## src/rtl/bcast_dec_pkg.sv

```systemverilog
package bcast_dec_pkg;

    typedef enum logic [1:0] {
        TM_NONE   = 2'd0,
        TM_ALWAYS = 2'd1,
        TM_DATA   = 2'd2,
        TM_NEXT   = 2'd3
    } tmode_e;

    typedef enum logic [1:0] {
        ST_IDLE   = 2'd0,
        ST_DECODE = 2'd1,
        ST_HOLD   = 2'd2
    } state_e;

    typedef struct packed {
        logic   sel;
        tmode_e tmode;
    } verdict_t;

    localparam logic [7:0] CODE_ALL      = 8'h01;
    localparam logic [7:0] CODE_CLASS    = 8'h05;
    localparam logic [7:0] CODE_SCAN     = 8'h09;
    localparam logic [7:0] CODE_SCAN_ALT = 8'h19;
    localparam logic [7:0] CODE_TALL     = 8'h0D;
    localparam logic [7:0] CODE_NEXTBUF  = 8'hCD;

endpackage

```

## src/rtl/bcast_case_decode.sv

```systemverilog
module bcast_case_decode
    import bcast_dec_pkg::*;
#(
    parameter int CLASS_W   = 8,
    parameter int NUM_CLASS = 4
) (
    input  logic [7:0]           code_i,
    input  logic [CLASS_W-1:0]   class_num_i,
    input  logic [NUM_CLASS-1:0] class_en_i,
    output verdict_t             res_o
);

    logic [NUM_CLASS-1:0] class_hit;
    logic                 class_ok;

    // one comparator per supported class
    generate
        for (genvar g = 0; g < NUM_CLASS; g++) begin : g_class
            assign class_hit[g] = (class_num_i == CLASS_W'(g)) && class_en_i[g];
        end
    endgenerate

    assign class_ok = |class_hit;

    always_comb begin
        res_o = '{sel: 1'b0, tmode: TM_NONE};
        unique case (code_i)
            CODE_ALL:      res_o.sel   = 1'b1;
            CODE_CLASS:    res_o.sel   = class_ok;
            CODE_SCAN,
            CODE_SCAN_ALT: res_o.tmode = TM_DATA;
            CODE_TALL:     res_o.tmode = TM_ALWAYS;
            CODE_NEXTBUF:  res_o.tmode = TM_NEXT;
            default:       res_o       = '{sel: 1'b0, tmode: TM_NONE};
        endcase
    end

endmodule

```

## src/rtl/direct_match.sv

```systemverilog
module direct_match #(
    parameter int SLOT_W = 5,
    parameter int LA_W   = 16
) (
    input  logic [31:0]       addr_i,
    input  logic              geo_i,
    input  logic [SLOT_W-1:0] slot_i,
    input  logic [LA_W-1:0]   la_cfg_i,
    output logic              hit_o
);

    localparam int LA_LSB = 32 - LA_W;

    logic geo_hit;
    logic log_hit;

    assign geo_hit = (addr_i[SLOT_W-1:0] == slot_i);
    assign log_hit = (addr_i[31:LA_LSB] == la_cfg_i);
    assign hit_o   = geo_i ? geo_hit : log_hit;

endmodule

```

## src/rtl/tpin_drive.sv

```systemverilog
module tpin_drive
    import bcast_dec_pkg::*;
(
    input  tmode_e tmode_i,
    input  logic   rd_i,
    input  logic   has_data_i,
    input  logic   next_unsupp_i,
    output logic   tpin_o
);

    always_comb begin
        unique case (tmode_i)
            TM_ALWAYS: tpin_o = rd_i;
            TM_DATA:   tpin_o = rd_i && has_data_i;
            TM_NEXT:   tpin_o = rd_i && next_unsupp_i;
            default:   tpin_o = 1'b0;
        endcase
    end

endmodule

```

## src/rtl/bcast_addr_decoder.sv

```systemverilog
module bcast_addr_decoder
    import bcast_dec_pkg::*;
#(
    parameter int SLOT_W    = 5,
    parameter int LA_W      = 16,
    parameter int NUM_CLASS = 4,
    parameter int BCAST_LAT = 4,
    parameter int HS_CYC    = 2
) (
    input  logic                 clk,
    input  logic                 rst_n,
    input  logic                 as_i,
    input  logic [31:0]          addr_i,
    input  logic                 data_space_i,
    input  logic                 bcast_i,
    input  logic                 geo_i,
    input  logic [SLOT_W-1:0]    slot_i,
    input  logic [LA_W-1:0]      la_cfg_i,
    input  logic [NUM_CLASS-1:0] class_en_i,
    input  logic                 rd_i,
    input  logic                 has_data_i,
    input  logic                 next_unsupp_i,
    output logic                 sel_o,
    output logic                 data_space_o,
    output logic                 tpin_o,
    output logic                 wait_o
);

    localparam int CNT_W   = $clog2(BCAST_LAT + 1);
    localparam int CLASS_W = 8;

    typedef struct packed {
        state_e      state;
        logic [CNT_W-1:0] cnt;
        logic [15:0] code;
        logic        space;
        logic        sel;
        tmode_e      tmode;
        logic        wait_req;
    } regs_t;

    localparam regs_t REGS_RST = '{
        state: ST_IDLE, cnt: '0, code: '0, space: 1'b0,
        sel: 1'b0, tmode: TM_NONE, wait_req: 1'b0
    };

    regs_t    r_q, r_d;
    verdict_t bres;
    logic     direct_hit;

    direct_match #(.SLOT_W(SLOT_W), .LA_W(LA_W)) u_direct (
        .addr_i   (addr_i),
        .geo_i    (geo_i),
        .slot_i   (slot_i),
        .la_cfg_i (la_cfg_i),
        .hit_o    (direct_hit)
    );

    bcast_case_decode #(.CLASS_W(CLASS_W), .NUM_CLASS(NUM_CLASS)) u_case (
        .code_i      (r_q.code[7:0]),
        .class_num_i (r_q.code[15:8]),
        .class_en_i  (class_en_i),
        .res_o       (bres)
    );

    tpin_drive u_tpin (
        .tmode_i       (r_q.tmode),
        .rd_i          (rd_i),
        .has_data_i    (has_data_i),
        .next_unsupp_i (next_unsupp_i),
        .tpin_o        (tpin_o)
    );

    always_comb begin
        r_d = r_q;
        unique case (r_q.state)
            ST_IDLE: begin
                if (as_i) begin
                    r_d.code  = addr_i[15:0];
                    r_d.space = data_space_i;
                    if (bcast_i) begin
                        r_d.state    = ST_DECODE;
                        r_d.cnt      = CNT_W'(1);
                        r_d.wait_req = (HS_CYC <= 1);
                    end else begin
                        r_d.state = ST_HOLD;
                        r_d.sel   = direct_hit;
                        r_d.tmode = TM_NONE;
                    end
                end
            end
            ST_DECODE: begin
                if (!as_i) begin
                    r_d = REGS_RST;
                end else if (r_q.cnt == CNT_W'(BCAST_LAT - 1)) begin
                    r_d.state    = ST_HOLD;
                    r_d.sel      = bres.sel;
                    r_d.tmode    = bres.tmode;
                    r_d.wait_req = 1'b0;
                end else begin
                    r_d.cnt      = r_q.cnt + CNT_W'(1);
                    r_d.wait_req = (r_d.cnt >= CNT_W'(HS_CYC));
                end
            end
            ST_HOLD: begin
                if (!as_i) begin
                    r_d = REGS_RST;
                end
            end
            default: r_d = REGS_RST;
        endcase
    end

    always_ff @(posedge clk or negedge rst_n) begin
        if (!rst_n) begin
            r_q <= REGS_RST;
        end else begin
            r_q <= r_d;
        end
    end

    assign sel_o        = r_q.sel;
    assign data_space_o = r_q.sel && r_q.space;
    assign wait_o       = r_q.wait_req;

endmodule

```

## config.mk

```make
export PLATFORM = sky130hd
export DESIGN_NAME = bcast_addr_decoder
export DESIGN_NICKNAME = d
export VERILOG_FILES = /design/src/rtl/bcast_dec_pkg.sv /design/src/rtl/bcast_case_decode.sv /design/src/rtl/direct_match.sv /design/src/rtl/tpin_drive.sv /design/src/rtl/bcast_addr_decoder.sv
export SDC_FILE = /design/constraint.sdc
export NUM_CORES = 1
export LEC_CHECK = 0
export BUFFER_PORTS_ARGS = -buffer_cell sky130_fd_sc_hd__buf_2
export CORE_ASPECT_RATIO = 0.8
export CORE_MARGIN = 2
export CORE_UTILIZATION = 50
export CTS_BUF_LIST = sky130_fd_sc_hd__clkbuf_16
export CTS_CLUSTER_DIAMETER = 100
export CTS_CLUSTER_SIZE = 20
export DETAILED_ROUTE_END_ITERATION = 10
export PLACE_DENSITY = 0.84
export SLEW_MARGIN = 20
export SYNTH_ARGS = -nofsm -noshare
export SYNTH_HDL_FRONTEND = slang
export SYNTH_SLANG_ARGS = --single-unit
export TNS_END_PERCENT = 30
```

## constraint.sdc

```tcl
create_clock -name clk -period 3.45 [get_ports clk]
set_input_delay 0.1725 -clock clk [delete_from_list [all_inputs] [get_ports clk]]
set_output_delay 0.1725 -clock clk [all_outputs]
set_load 0.01 [all_outputs]
```

==> flow_metrics.tcl <==
set metrics [dict create \
    first_pass_iters 4 \
    diodes 0 \
    core_area_sq_um 2790 \
    design_area_sq_um 1940 \
    netlist_instances 138 \
    reg2reg_depth 6 \
    timing.final.crit_share_pct 51.7 \
    worstPathRequired_ps 3600 \
    cts_buffers 3 \
    slew_viol_final 0 \
    cts_max_path_buffers 2 \
    ys_top_cells_by_count "dfrtp_1, a22o_1, xor2_1" \
    startpoint_type "flop" \
    r2r_start "r_q[21]" \
    drc 0 \
    clk_pin_slew_ps 60 \
    cellLeakagePower_nw 0.974 \
    final_antenna_net_count 0 \
    critPathMaxStageDelay_ps 410 \
    via_per_inst 5.54 \
    rows 17 \
    cts_tree "built" \
    start_util_pct 53.3 \
    ys_types 38 \
    synth_edf_count 0 \
    grt_setup_unrepaired "false" \
    cp_num_buf_inv 0 \
    worstSetupStartpoint "r_q[21]" \
    run_status "complete, no violations" \
    globalplace.congestion 0.800 \
    syn-num-nets 207 \
    cp.depth 6 \
    clock.fmax_mhz 560 \
    tightest_slew_ps 780 \
    min_period_ps 1780 \
    cts_resized 0 \
    fp.dieArea_sq_um 3430 \
    grt_max_degree 27 \
    drive_gt1_share_pct 37.5 \
    hpwl_microns 2990 \
    ir_worst_vdd_v 0.000390 \
    placed_area_sq_um 1850 \
    synth.most_common_cell "dfrtp_1" \
    cp_cell_sequence "ha_1 > ha_1 > nor2_1 > nor2_1 > o22ai_1 > mux2_1" \
    clk_latency_ps 260 \
    cp-endpoint "sel_o" \
    ctsHtreeMaxLevel 1 \
    cts_root_buf "clkbuf_16" \
    ys_top_cells_by_area "dfrtp_1, a22o_1, xor2_1" \
    die_y_microns 52.7 \
    hp-class "in -> reg" \
    fin_skew_ps 3.01 \
    max_cap_viol_count 0 \
    gr-total-overflow 0 \
    grt_pass1_vias 1443 \
    synthArstFlopShare_pct 100 \
    criticalPathCategory "reg -> reg" \
    fill_cells 199 \
    antenna_found_initial 0 \
    worstPathMaxFanout 5 \
    die_w_microns 64.9 \
    yosysSeqAreaShare_pct 43.8 \
    r2r_end "sel_o" \
    end_kind "flop" \
    setup_ws_ps 1670 \
    hold_violations 0 \
    pre_cts_slack_ps 1440 \
    cp_top_family "adder cells" \
    cts_setup_buffers 0 \
    holdBufCountCts 1 \
    synth_top_area_share_pct 43.8 \
    drt_iter0_markers 70 \
    ios 70 \
    areaGrowthSynthToFinish_pct 30.9 \
    clkSinkCount 26 \
    reg2reg_setup_slack_ps 1670 \
    syn_area_sq_um 1490 \
    via_count 1364 \
    final.setup.tns_ps 0 \
    slew_headroom_pct 47.9 \
    ys_ff_latch 26 \
    powerDensity_nw_per_um2 477 \
    nets 278 \
    grt_pass1_wl_microns 6430 \
    cpMaxStageDelayCell "dfrtp_1" \
    arrival_ps 1930 \
    syn_area_per_cell_sq_um 10.8 \
    synth_ff_type "dfrtp_1" \
    wire_per_inst_microns 15.7 \
    yosys.area.top_type "dfrtp_1" \
    track_usage_pct 25.2 \
    yosys_warnings 0 \
    io_buffers 69 \
    routed_wirelength_microns 3870 \
    setup_violations 0 \
]
[worst min path at each step]
stage                          start  endpoint  slack, ps  cells after the start
after floorplan                rst_n   r_q[10]       -120                      0
after global placement         rst_n    r_q[2]        180                      1
after detailed placement       rst_n    r_q[2]        200                      1
after CTS                 addr_i[15]   r_q[20]        130                      2
after global routing       addr_i[8]   r_q[13]        140                      2
final                     addr_i[15]   r_q[20]        130                      2
[registers in the layout, indices dropped and copies added (netlist names)]
signal and flops:
wait_o 1, sel_o 1, r_q 24
[metal layers]
layer  vias to the layer above  global-route usage [%]  share of wire [%]
met2                        56                    46.2                 52
li1                        647                       -                  -
met3                         9                    6.88                5.8
met1                       652                    28.1                 41
met4                         0                    9.22                1.6
met5                         -                       0                  0
[cells by family after synthesis]
| logic type | share of synthesized area, % |
|---|---|
| xor+xnor | 13.0 |
| flops | 43.8 |
| simple gates | 13.6 |
| compound gates | 20.3 |
| mux | 3.62 |
| fa+ha+maj | 2.53 |
| buf+inv | 3.20 |
[power breakdown]
group,internal (mW),switching (mW)
Combinational,0.132,0.120
Sequential,0.360,0.0557
Clock,0.155,0.104
[cells in the final DEF (no fill, tap or decap), types with 2 or more instances in the layout]
| cell type | instances |
|---|---|
| nand3b_1 | 2 |
| xnor2_1 | 4 |
| xor2_1 | 18 |
| clkbuf_16 | 3 |
| o22ai_1 | 4 |
| nand2b_1 | 3 |
| or3_1 | 2 |
| a22o_1 | 18 |
| mux2_1 | 3 |
| nand2_1 | 6 |
| nor2_1 | 8 |
| buf_2 | 69 |
| inv_1 | 4 |
| ha_1 | 3 |
| nor4_1 | 5 |
| a21oi_1 | 5 |
| and2_1 | 2 |
| mux2i_1 | 2 |
| dfrtp_1 | 26 |
[cell type report]
cell class	count	area, sq um	share of cell area, %
sequential	26	651	33.5
tap	38	47.5	2.45
multi-input combinational	103	790	40.6
clock buffer	3	75.1	3.86
inverter	4	15.0	0.772
clock inverter	1	3.75	0.193
timing repair buffer	71	363	18.7
[per-stage QoR]
stage / hold WS [ps] / instances / utilization (%) / total power, mW
after floorplan: -123 / 138 / - / 0.571
after global placement: 183 / 241 / 66.5 / 0.646
after detailed placement: 204 / 241 / 66.5 / 0.667
after CTS: 133 / 246 / 69.7 / 0.929
after global routing: 139 / 246 / 69.8 / 0.979
final: 131 / 246 / 69.8 / 0.928
Note: power is estimated with default switching activity, not from simulation.
